===== src/rtl/uart_lsr_pkg.sv =====
package uart_lsr_pkg;

   typedef struct packed {
      logic brk;
      logic frm;
      logic par;
   } rx_tag_t;

   localparam int unsigned LSR_DR    = 0;
   localparam int unsigned LSR_OE    = 1;
   localparam int unsigned LSR_PE    = 2;
   localparam int unsigned LSR_FE    = 3;
   localparam int unsigned LSR_BI    = 4;
   localparam int unsigned LSR_THRE  = 5;
   localparam int unsigned LSR_TEMT  = 6;
   localparam int unsigned LSR_RXERR = 7;

endpackage


===== src/rtl/lsr_rx_tagq.sv =====
module lsr_rx_tagq
   import uart_lsr_pkg::*;
#(
   parameter int unsigned DEPTH = 16
) (
   input  logic    clk,
   input  logic    rst_n,
   input  logic    fifo_mode,
   input  logic    push,
   input  rx_tag_t push_tag,
   input  logic    pop,
   output logic    full,
   output logic    not_empty,
   output logic    overrun,
   output rx_tag_t reveal,
   output logic    err_push,
   output logic    err_left
);
   localparam int unsigned PW = $clog2(DEPTH);
   localparam int unsigned CW = $clog2(DEPTH + 1);

   if (DEPTH < 2 || (DEPTH & (DEPTH - 1)) != 0) begin : g_bad_depth
      $error("lsr_rx_tagq: DEPTH must be a power of two of at least 2");
   end

   logic [CW-1:0] cnt_q, cnt_d, err_q, err_d, cap;
   logic [PW-1:0] wr_ptr_q, rd_ptr_q;
   rx_tag_t       mem_q [DEPTH];
   logic          push_ok, pop_ok, head_bad;

   assign cap       = fifo_mode ? CW'(DEPTH) : CW'(1);
   assign full      = cnt_q >= cap;
   assign not_empty = cnt_q != '0;
   assign pop_ok    = pop && not_empty;
   assign push_ok   = push && !full;
   assign overrun   = push && full;
   assign head_bad  = |mem_q[rd_ptr_q];
   assign err_push  = push_ok && (|push_tag);

   for (genvar i = 0; i < DEPTH; i++) begin : g_slot
      always_ff @(posedge clk) begin
         if (!rst_n)                                mem_q[i] <= '0;
         else if (push_ok && wr_ptr_q == PW'(i))    mem_q[i] <= push_tag;
      end
   end

   // tag of the character that becomes the oldest one at this edge
   always_comb begin
      reveal = '0;
      if (pop_ok) begin
         if (cnt_q >= CW'(2))  reveal = mem_q[rd_ptr_q + PW'(1)];
         else if (push_ok)     reveal = push_tag;
      end else if (!not_empty && push_ok) begin
         reveal = push_tag;
      end
   end

   always_comb begin
      cnt_d = cnt_q;
      err_d = err_q;
      if (push_ok)             cnt_d = cnt_d + CW'(1);
      if (pop_ok)              cnt_d = cnt_d - CW'(1);
      if (err_push)            err_d = err_d + CW'(1);
      if (pop_ok && head_bad)  err_d = err_d - CW'(1);
   end
   assign err_left = err_d != '0;

   always_ff @(posedge clk) begin
      if (!rst_n) begin
         cnt_q    <= '0;
         err_q    <= '0;
         wr_ptr_q <= '0;
         rd_ptr_q <= '0;
      end else begin
         cnt_q <= cnt_d;
         err_q <= err_d;
         if (push_ok) wr_ptr_q <= wr_ptr_q + PW'(1);
         if (pop_ok)  rd_ptr_q <= rd_ptr_q + PW'(1);
      end
   end

   AST_ERR_WITHIN_COUNT: assert property (@(posedge clk) disable iff (!rst_n) err_q <= cnt_q);
   AST_RX_NO_OVERFLOW: assert property (@(posedge clk) disable iff (!rst_n) cnt_q <= CW'(DEPTH));
   AST_LAST_POP_EMPTIES: assert property (@(posedge clk) disable iff (!rst_n)
      (pop && !push && cnt_q == CW'(1)) |=> !not_empty);

endmodule


===== src/rtl/lsr_tx_track.sv =====
module lsr_tx_track #(
   parameter int unsigned DEPTH = 16
) (
   input  logic clk,
   input  logic rst_n,
   input  logic fifo_mode,
   input  logic load,
   input  logic take,
   input  logic shift_busy,
   output logic full,
   output logic thre,
   output logic temt
);
   localparam int unsigned CW = $clog2(DEPTH + 1);

   if (DEPTH < 1) begin : g_bad_depth
      $error("lsr_tx_track: DEPTH must be at least 1");
   end

   logic [CW-1:0] cnt_q, cap;
   logic          load_ok, take_ok;

   assign cap     = fifo_mode ? CW'(DEPTH) : CW'(1);
   assign full    = cnt_q >= cap;
   assign load_ok = load && !full;
   assign take_ok = take && (cnt_q != '0);
   assign thre    = cnt_q == '0;
   assign temt    = thre && !shift_busy;

   always_ff @(posedge clk) begin
      if (!rst_n)                     cnt_q <= '0;
      else if (load_ok && !take_ok)   cnt_q <= cnt_q + CW'(1);
      else if (take_ok && !load_ok)   cnt_q <= cnt_q - CW'(1);
   end

   AST_TX_NO_OVERFLOW: assert property (@(posedge clk) disable iff (!rst_n) cnt_q <= CW'(DEPTH));
   AST_LOAD_CLEARS_THRE: assert property (@(posedge clk) disable iff (!rst_n)
      (load && !full && !take) |=> !thre);
   AST_FULL_LOAD_HOLDS: assert property (@(posedge clk) disable iff (!rst_n)
      (load && full && !take) |=> $stable(cnt_q));

endmodule


===== src/rtl/uart_lsr.sv =====
module uart_lsr
   import uart_lsr_pkg::*;
#(
   parameter int unsigned RX_DEPTH = 16,
   parameter int unsigned TX_DEPTH = 16
) (
   input  logic       clk,
   input  logic       rst_n,
   input  logic       fifo_mode,
   input  logic       rx_done,
   input  logic       rx_par_err,
   input  logic       rx_frm_err,
   input  logic       rx_brk,
   input  logic       rx_pop,
   input  logic       lsr_sel,
   input  logic       lsr_wr,
   input  logic       tx_load,
   input  logic       tx_take,
   input  logic       tx_shift_busy,
   input  logic       ie_rls,
   input  logic       ie_thre,
   output logic [7:0] lsr,
   output logic       irq_rls,
   output logic       irq_thre
);
   rx_tag_t in_tag, reveal;
   logic    rx_full, rx_avail, rx_ovr, err_push, err_left;
   logic    tx_full, thre, temt;
   logic    rd;
   logic    oe_q, pe_q, fe_q, bi_q, rxerr_q;

   assign in_tag = '{brk: rx_brk, frm: rx_frm_err, par: rx_par_err};
   assign rd     = lsr_sel && !lsr_wr;

   lsr_rx_tagq #(.DEPTH(RX_DEPTH)) u_rxq (
      .clk       (clk),
      .rst_n     (rst_n),
      .fifo_mode (fifo_mode),
      .push      (rx_done),
      .push_tag  (in_tag),
      .pop       (rx_pop),
      .full      (rx_full),
      .not_empty (rx_avail),
      .overrun   (rx_ovr),
      .reveal    (reveal),
      .err_push  (err_push),
      .err_left  (err_left)
   );

   lsr_tx_track #(.DEPTH(TX_DEPTH)) u_tx (
      .clk        (clk),
      .rst_n      (rst_n),
      .fifo_mode  (fifo_mode),
      .load       (tx_load),
      .take       (tx_take),
      .shift_busy (tx_shift_busy),
      .full       (tx_full),
      .thre       (thre),
      .temt       (temt)
   );

   // a new event wins over the clear of a read in the same cycle
   always_ff @(posedge clk) begin
      if (!rst_n) begin
         oe_q    <= 1'b0;
         pe_q    <= 1'b0;
         fe_q    <= 1'b0;
         bi_q    <= 1'b0;
         rxerr_q <= 1'b0;
      end else begin
         oe_q    <= rx_ovr     | (oe_q & ~rd);
         pe_q    <= reveal.par | (pe_q & ~rd);
         fe_q    <= reveal.frm | (fe_q & ~rd);
         bi_q    <= reveal.brk | (bi_q & ~rd);
         rxerr_q <= err_push   | (rxerr_q & ~(rd & ~err_left));
      end
   end

   always_comb begin
      lsr            = '0;
      lsr[LSR_DR]    = rx_avail;
      lsr[LSR_OE]    = oe_q;
      lsr[LSR_PE]    = pe_q;
      lsr[LSR_FE]    = fe_q;
      lsr[LSR_BI]    = bi_q;
      lsr[LSR_THRE]  = thre;
      lsr[LSR_TEMT]  = temt;
      lsr[LSR_RXERR] = fifo_mode & rxerr_q;
   end

   assign irq_rls  = ie_rls  & (oe_q | pe_q | fe_q | bi_q);
   assign irq_thre = ie_thre & thre;

   AST_OVERRUN_FLAGS: assert property (@(posedge clk) disable iff (!rst_n)
      (rx_done && rx_full) |=> lsr[LSR_OE]);
   AST_READ_CLEARS: assert property (@(posedge clk) disable iff (!rst_n)
      (rd && !rx_done && reveal == '0) |=> (lsr[4:1] == 4'b0000));
   AST_WRITE_INERT: assert property (@(posedge clk) disable iff (!rst_n)
      (lsr_sel && lsr_wr && !rx_done && !rx_pop) |=> $stable({oe_q, pe_q, fe_q, bi_q, rxerr_q}));
   AST_RXERR_ON_ENTRY: assert property (@(posedge clk) disable iff (!rst_n)
      (fifo_mode && err_push) |=> (lsr[LSR_RXERR] || !fifo_mode));
   AST_TX_FULL_NOT_EMPTY: assert property (@(posedge clk) disable iff (!rst_n)
      tx_full |-> !lsr[LSR_THRE]);

endmodule


===== config.mk =====
export PLATFORM = sky130hd
export DESIGN_NAME = uart_lsr
export DESIGN_NICKNAME = d
export VERILOG_FILES = /design/src/rtl/uart_lsr_pkg.sv /design/src/rtl/lsr_rx_tagq.sv /design/src/rtl/lsr_tx_track.sv /design/src/rtl/uart_lsr.sv
export SDC_FILE = /design/constraint.sdc
export NUM_CORES = 1
export LEC_CHECK = 0
export BUFFER_PORTS_ARGS = -buffer_cell sky130_fd_sc_hd__buf_2
export CAP_MARGIN = 30
export CORE_ASPECT_RATIO = 0.7
export CORE_MARGIN = 2
export CORE_UTILIZATION = 45
export DETAILED_ROUTE_END_ITERATION = 16
export PLACE_DENSITY = 0.66
export SLEW_MARGIN = 20
export SYNTH_ARGS = -nofsm -noshare
export SYNTH_HDL_FRONTEND = slang
export SYNTH_SLANG_ARGS = --single-unit

===== constraint.sdc =====
create_clock -name clk -period 4 [get_ports clk]
set_input_delay 0.6 -clock clk [delete_from_list [all_inputs] [get_ports clk]]
set_output_delay 0.6 -clock clk [all_outputs]
set_load 0.02 [all_outputs]

==> results of run 1 <==
power by group through the flow:
| stage | sequential [uW] | clock (uW) | combinational (uW) |
|---|---|---|---|
| after floorplan | 1140 | 0 | 1320 |
| after global placement | 1190 | 0 | 1490 |
| after detailed placement | 1190 | 0 | 1520 |
| after CTS | 1180 | 868 | 1530 |
| after global routing | 1200 | 899 | 1700 |
| final | 1180 | 851 | 1520 |
worst max-delay path: stages:
cell and delay, ns:
buf_2 0.10, inv_1 0.12, ha_1 0.26, nor3b_1 0.52, a21oi_2 0.16, nor2_2 0.29
mux2i_1 0.33, ha_1 0.24, xnor3_1 0.39, nand3_1 0.09, mux2i_1 0.07, a31oi_1 0.16
synth_stat cells, types with 4 or more instances:
master    count  share of area, %
xnor2_1      16               3.2
nor4_1        9               1.3
ha_1         19               5.4
a21oi_1      16               1.8
nor4b_1       7               1.4
nor2_1       79               6.7
inv_1         9              0.77
mux4_1        7               4.2
clkbuf_1     13               1.1
dfxtp_1      32                15
edfxtp_1     48                33
o21ai_0       5              0.57
nand4_1      10               1.4
nor3_1        5              0.57
xor2_1       10               2.0
nand2b_1      4              0.57
nand2_1      22               1.9
o21ai_1      16               1.8
mux4_2        8               4.1
nand3_1      15               1.7
buf_4         8               1.4
logic make-up (layout without fill, tap and decap cells):
kind of cell	Yosys count	in the layout	share of synthesized area (%)
buffers and inverters	35	53	4.06
AO/OA/AOI/OAI	55	55	7.63
AND/OR/NAND/NOR	178	178	20.4
adder cells (fa/ha/maj)	20	20	5.84
flip-flops	80	80	47.2
XOR/XNOR	27	27	5.67
multiplexers	19	19	9.19
area by class of cell:
type	count	area, um2	share of cell area [%]
sequential	80	2080	42.5
timing repair buffer	27	143	2.91
clock buffer	13	304	6.21
tap	128	160	3.27
inverter	10	37.5	0.767
clock inverter	3	18.8	0.383
multi-input combinational	299	2150	43.9
path summary, 6_finish.rpt:
kind,startpoint,endpoint,slack (ns)
max,fifo_mode,rxerr_q,0.93
min,oe_q,oe_q,0.48
max reg2reg,u_rxq.cnt_q[4],rxerr_q,0.98
min reg2reg,oe_q,oe_q,0.48
routing by layer:
metal / up-vias / wire (um) / GRT usage, %
met1: 1559 / 4690 / 30.8
li1: 1540 / - / -
met5: - / 0 / 0
met2: 86 / 4350 / 29.0
met4: 0 / 130 / 5.22
met3: 11 / 819 / 5.66
sequential cells by signal, summed over array words and instances (netlist names), named ones only:
name,cells
oe_q,1
u_rxq.err_q,5
bi_q,1
u_tx.cnt_q,5
pe_q,1
fe_q,1
u_rxq.mem_q,48
u_rxq.wr_ptr_q,4
u_rxq.rd_ptr_q,4
u_rxq.cnt_q,5
rxerr_q,1
stage by stage:
| step | hold slack [ns] | cell area (um2) | worst slack, ns | power, uW | instances |
|---|---|---|---|---|---|
| after floorplan | 0.450 | 4410 | 1.05 | 2450 | 414 |
| after global routing | 0.504 | 4900 | 0.609 | 3800 | 560 |
| final | 0.479 | 4900 | 0.933 | 3550 | 560 |
| after global placement | 0.462 | 4570 | 0.706 | 2680 | 544 |
| after detailed placement | 0.468 | 4570 | 0.601 | 2710 | 544 |
| after CTS | 0.477 | 4900 | 0.926 | 3570 | 560 |
==> out/results.txt, run 1 <==
Sequential Power Share: 33.2%
Cell count of the worst reg-to-reg path: 10
Startpoint class of the critical path: input pin
DRC: 0
RSZ-0062 raised after global routing: no
Initial Util: 45.9%
Yosys warnings: 0
Arr. time, crit path: 3.33 ns
Worst vdd ir: 0.000270 V
Post-Route Skew: 0.00867 ns
Final hold vios: 0
Largest net degree at the start of global routing: 32
Slew @ Worst Pin: 0.961 ns
Post-synthesis sequential area ratio: 47.2%
Initial antenna violation count: 0
Setup repair bufs after CTS: 0
CTS Sinks: 80
Post_cts resized: 0
Via count: 3196
WHS Path Cells: 2
PwrDens: 726 nW/um2
CTS root buffer: clkbuf_16
Internal power: 2250 uW
Synth Area per Inst: 10.7 um2
# fillers: 892
GRT Util Overall: 20.5%
Switching share of power: 36.7%
Worst-Skew Late Latency: 0.34 ns
DR iter-0 viols: 201
Syn_nets: 449
Die Footprint: 10600 um2
Comb power frac: 42.9%
Status: finished, final reports clean
Vias in the first global route: 3030
Hpwl dp: 7260 um
IO Pins: 25
Ys flop type: edfxtp_1
Row Count: 30
CTS Buf Count: 9
Clk pin slew, worst setup/hold paths: 0.06 ns
Nets: 462
P_leak: 0.00179 uW
WL per Instance: 17.8 um
CP Class: input pin to register
Number of flops mapped to enable cells by yosys: 48
Fin. max-slew vios: 0
Most frequent cells in the layout: nor2_1 (79), edfxtp_1 (48), dfxtp_1 (32)
DRT Wirelength: 9990 um
Yosys cell types: 53
RePlAce Congestion: 0.818
CTS tree: built
Clock share of power: 23.9%
Min cycle time layout: 3.07 ns
Post-synthesis cell count: 414
Antenna viol nets, final: 0
Die Ht: 86.8 um
Vias per cell: 5.71
DRT Pass-1 Iters: 4
Share of post-route cells with drive strength above 1: 14.4%
Setup_tns: 0 ns
P_sw: 1300 uW
Layout area overhead: 11.0%
HP Class: register to register
Port-buffer cells: 24
Crit. End Element: register
Commonest non-fill, non-tap cell in the layout: nor2_1
Worst slew margin: 35.5%
First-pass GRT wire length: 16100 um
Antenna fix cells: 0
Period utilization: 76.7%
WP data required: 4.26 ns
CP Max Fanout: 7
Hold buffers post-CTS: 0
Max cap viols: 0
CORE AREA: 9610 um2
Final setup fails: 0
Die W: 122 um
Mapped Area: 4410 um2
Aggregate global routing overflow: 0
Max frequency: 326 MHz
Fin util: 51.0%
FFs w/ async S/R, synth: 0%
#FFs+latches synth: 80
CTS H-tree lvls: 3
Max Buffers Root-to-Sink: 2
No activity file was read; power rests on OpenSTA's default activity.
==> run 2, diff against run 1 <==
--- a/config.mk
+++ b/config.mk
@@ -5,6 +5,7 @@
 export SDC_FILE = /design/constraint.sdc
 export NUM_CORES = 1
 export LEC_CHECK = 0
+export ABC_AREA = 1
 export BUFFER_PORTS_ARGS = -buffer_cell sky130_fd_sc_hd__buf_2
 export CAP_MARGIN = 30
 export CORE_ASPECT_RATIO = 0.7
==> constraint.sdc (replaced) <==
create_clock -name clk -period 3 [get_ports clk]
set_input_delay 0.45 -clock clk [delete_from_list [all_inputs] [get_ports clk]]
set_output_delay 0.45 -clock clk [all_outputs]
set_load 0.02 [all_outputs]
==> out/results.txt, run 2 <==
Top reg by flops: u_rxq.mem_q
RePlAce Congestion: 0.886 (+8.3%)
First-pass GRT wire length: 19200 um (+19%)
HP Class: input pin to register
Total power: 5550 uW (+56%)
Number of flops mapped to enable cells by yosys: 48 (unchanged)
GRT Util Overall: 21.3% (+0.86 points)
# fillers: 984 (+10%)
Yosys cell types: 45 (-15%)
Share of post-route cells with drive strength above 1: 13.9% (-0.43 points)
Vias per cell: 5.24 (-8.1%)
Final WS setup: 0.273 ns (-0.660 ns)
Startpoint class of the critical path: register
Area of the multi-input gates: 2330 um2 (+8.5%)
Hold buffers post-CTS: 0 (unchanged)
Period utilization: 90.9%
Global route hottest layer: met2
Aggregate global routing overflow: 0 (unchanged)
Most frequent cells in the layout: nand2_1 (113), nor2_1 (88), inv_1 (84)
WL per Instance: 14.8 um (-17%)
CTS root buffer: clkbuf_16
Max FFs per register: 48 (unchanged)
Max frequency: 367 MHz
CP Max Fanout: 4 (-3)
Antenna fix cells: 0 (unchanged)
FFs w/ async S/R, synth: 0% (unchanged)
RSZ-0062 raised after global routing: no
Grt met2 use: 30.7% (+1.7 points)
Ys flop type: edfxtp_1
List of most frequent post-synthesis cells: nand2_1 (113), nor2_1 (88), inv_1 (84), nand3_1 (69), edfxtp_1 (48)
Layout area overhead: 11.5%
Post-synthesis cell count: 639 (+54%)
Max cap viols: 0 (unchanged)
Met3 Use GR: 7.18% (+1.5 points)
Post-synthesis sequential area ratio: 42.2% (-5.0 points)
#FFs+latches synth: 80 (unchanged)
Arr. time, crit path: 2.98 ns (-0.35 ns)
Post-placement worst setup slack: 0.0495 ns (-0.552 ns)
Main area contributors after synthesis: edfxtp_1 (29%), dfxtp_1 (13%), nand2_1 (8.6%)
Initial Util: 47.0% (+1.0 points)
DR iter-0 viols: 375 (+87%)
P_leak: 0.00241 uW (+34%)
Status: finished, final reports clean
Setup_tns: 0 ns (unchanged)
Via count: 4278 (+34%)
Synth top area share: 29.2% (-3.5 points)
Clk pin slew, worst setup/hold paths: 0.06 ns (about the same)
Hpwl dp: 8830 um (+22%)
Worst-Skew Late Latency: 0.34 ns (about the same)
Crit. End Element: register
Worst slew margin: 55.5% (+20 points)
CP Class: register to register
Largest net degree at the start of global routing: 43 (+34%)
Port-buffer cells: 24 (unchanged)
Setup repair bufs after CTS: 0 (unchanged)
Post_cts resized: 0 (unchanged)
CORE AREA: 10500 um2 (+9.4%)
Die Footprint: 11800 um2 (+11%)
Post-Route Skew: 0.00745 ns (-0.00122 ns)
Yosys top cell by area: edfxtp_1
Antenna viol nets, final: 0 (unchanged)
Row Count: 31 (+3.3%)
CTS H-tree lvls: 3 (unchanged)
Die Ht: 91.6 um (+5.5%)
PwrDens: 1010 nW/um2 (+39%)
Yosys warnings: 0 (unchanged)
Final hold vios: 0 (unchanged)
Max Buffers Root-to-Sink: 2 (unchanged)
Slew @ Worst Pin: 0.666 ns (-0.295 ns)
Initial antenna violation count: 0 (unchanged)
Register area: 2080 um2 (unchanged)
DRC: 0 (unchanged)
CTS tree: built
CTS Buf Count: 9 (unchanged)
Min cycle time layout: 2.73 ns
Nets: 698 (+51%)
Commonest non-fill, non-tap cell in the layout: nand2_1
Synth Area per Inst: 7.72 um2 (-28%)
Syn_nets: 674 (+50%)
Final setup fails: 0 (unchanged)
WP data required: 3.25 ns (-1.01 ns)
Cell with the most instances after synthesis: nand2_1
Global Route met1 Usage: 30.3% (-0.48 points)
DRT Wirelength: 12100 um (+21%)
DRT Pass-1 Iters: 5 (+1)
IO Pins: 25 (unchanged)
Die W: 129 um (+5.6%)
Fin. max-slew vios: 0 (unchanged)
Mapped Area: 4940 um2 (+12%)
CTS Sinks: 80 (unchanged)
Worst vdd ir: 0.000424 V (+57%)
Vias in the first global route: 3880 (+28%)
run 2: changes by cell type after synthesis, sizes merged, moves of 8 or more:
cell | previous run | this run
a21oi | 17 | 41
inv | 9 | 91
mux4 | 15 | 0
nand2 | 22 | 124
nand3 | 16 | 73
nor2 | 81 | 94
nor4b | 8 | 0
o21ai | 21 | 46
xnor2 | 16 | 7
run 2: worst max-delay path: stages (launching register included):
cell,delay [ns]
dfxtp_1,0.32
inv_1,0.07
ha_1,0.26
or3b_2,0.46
nand2_1,0.07
nand2_1,0.04
nor2_1,0.09
ha_1,0.20
inv_1,0.11
ha_1,0.33
a21o_1,0.16
a31oi_1,0.16
xor2_1,0.16
nand2_1,0.07
a21oi_1,0.12
run 2: report_power, final:
group          internal, uW  switching [uW]  leakage [uW]
logic                  1000            1880       0.00150
registers              1380             194      0.000760
clock network           668             427      0.000142
run 2: cells by family after synthesis:
group | share of synthesized area (%)
AO/OA/AOI/OAI | 11.4
adder cells (fa/ha/maj) | 5.22
XOR/XNOR | 2.84
AND/OR/NAND/NOR | 27.8
buffers and inverters | 10.5
flip-flops | 42.2
run 2: cell type report:
type                       instances  area share (%)
multi-input combinational        436            42.4
sequential                        80            37.8
clock buffer                      13            4.55
tap                              148            3.37
clock inverter                     3           0.773
inverter                          94            6.43
timing repair buffer              42            4.64
run 2: per-layer routing:
| metal | vias to the layer above | share of wire, % |
|---|---|---|
| li1 | 2131 | - |
| met1 | 1954 | 46 |
| met2 | 173 | 42 |
| met3 | 20 | 10 |
| met4 | 0 | 1.5 |
| met5 | - | 0 |
run 2: metrics by stage:
stage	hold slack [ns]	utilization (%)	cell area, um2	std cells
3_3_place_gp	0.469	49.6	5210	800
3_5_place_dp	0.474	49.6	5210	800
2_1_floorplan	0.448	-	4940	639
5_1_grt	0.411	52.4	5500	816
6_report	0.403	52.4	5500	816
4_1_cts	0.393	52.4	5500	816
run 2: worst paths after layout:
check / to / cells past startpoint / startpoint / slack, ns
worst max register to register: u_tx.cnt_q[4] / 14 / u_tx.cnt_q[0] / 0.27
worst min-delay path: bi_q / 3 / rx_brk / 0.40
worst max-delay path: u_tx.cnt_q[4] / 14 / u_tx.cnt_q[0] / 0.27
worst min register to register: rxerr_q / 2 / rxerr_q / 0.49
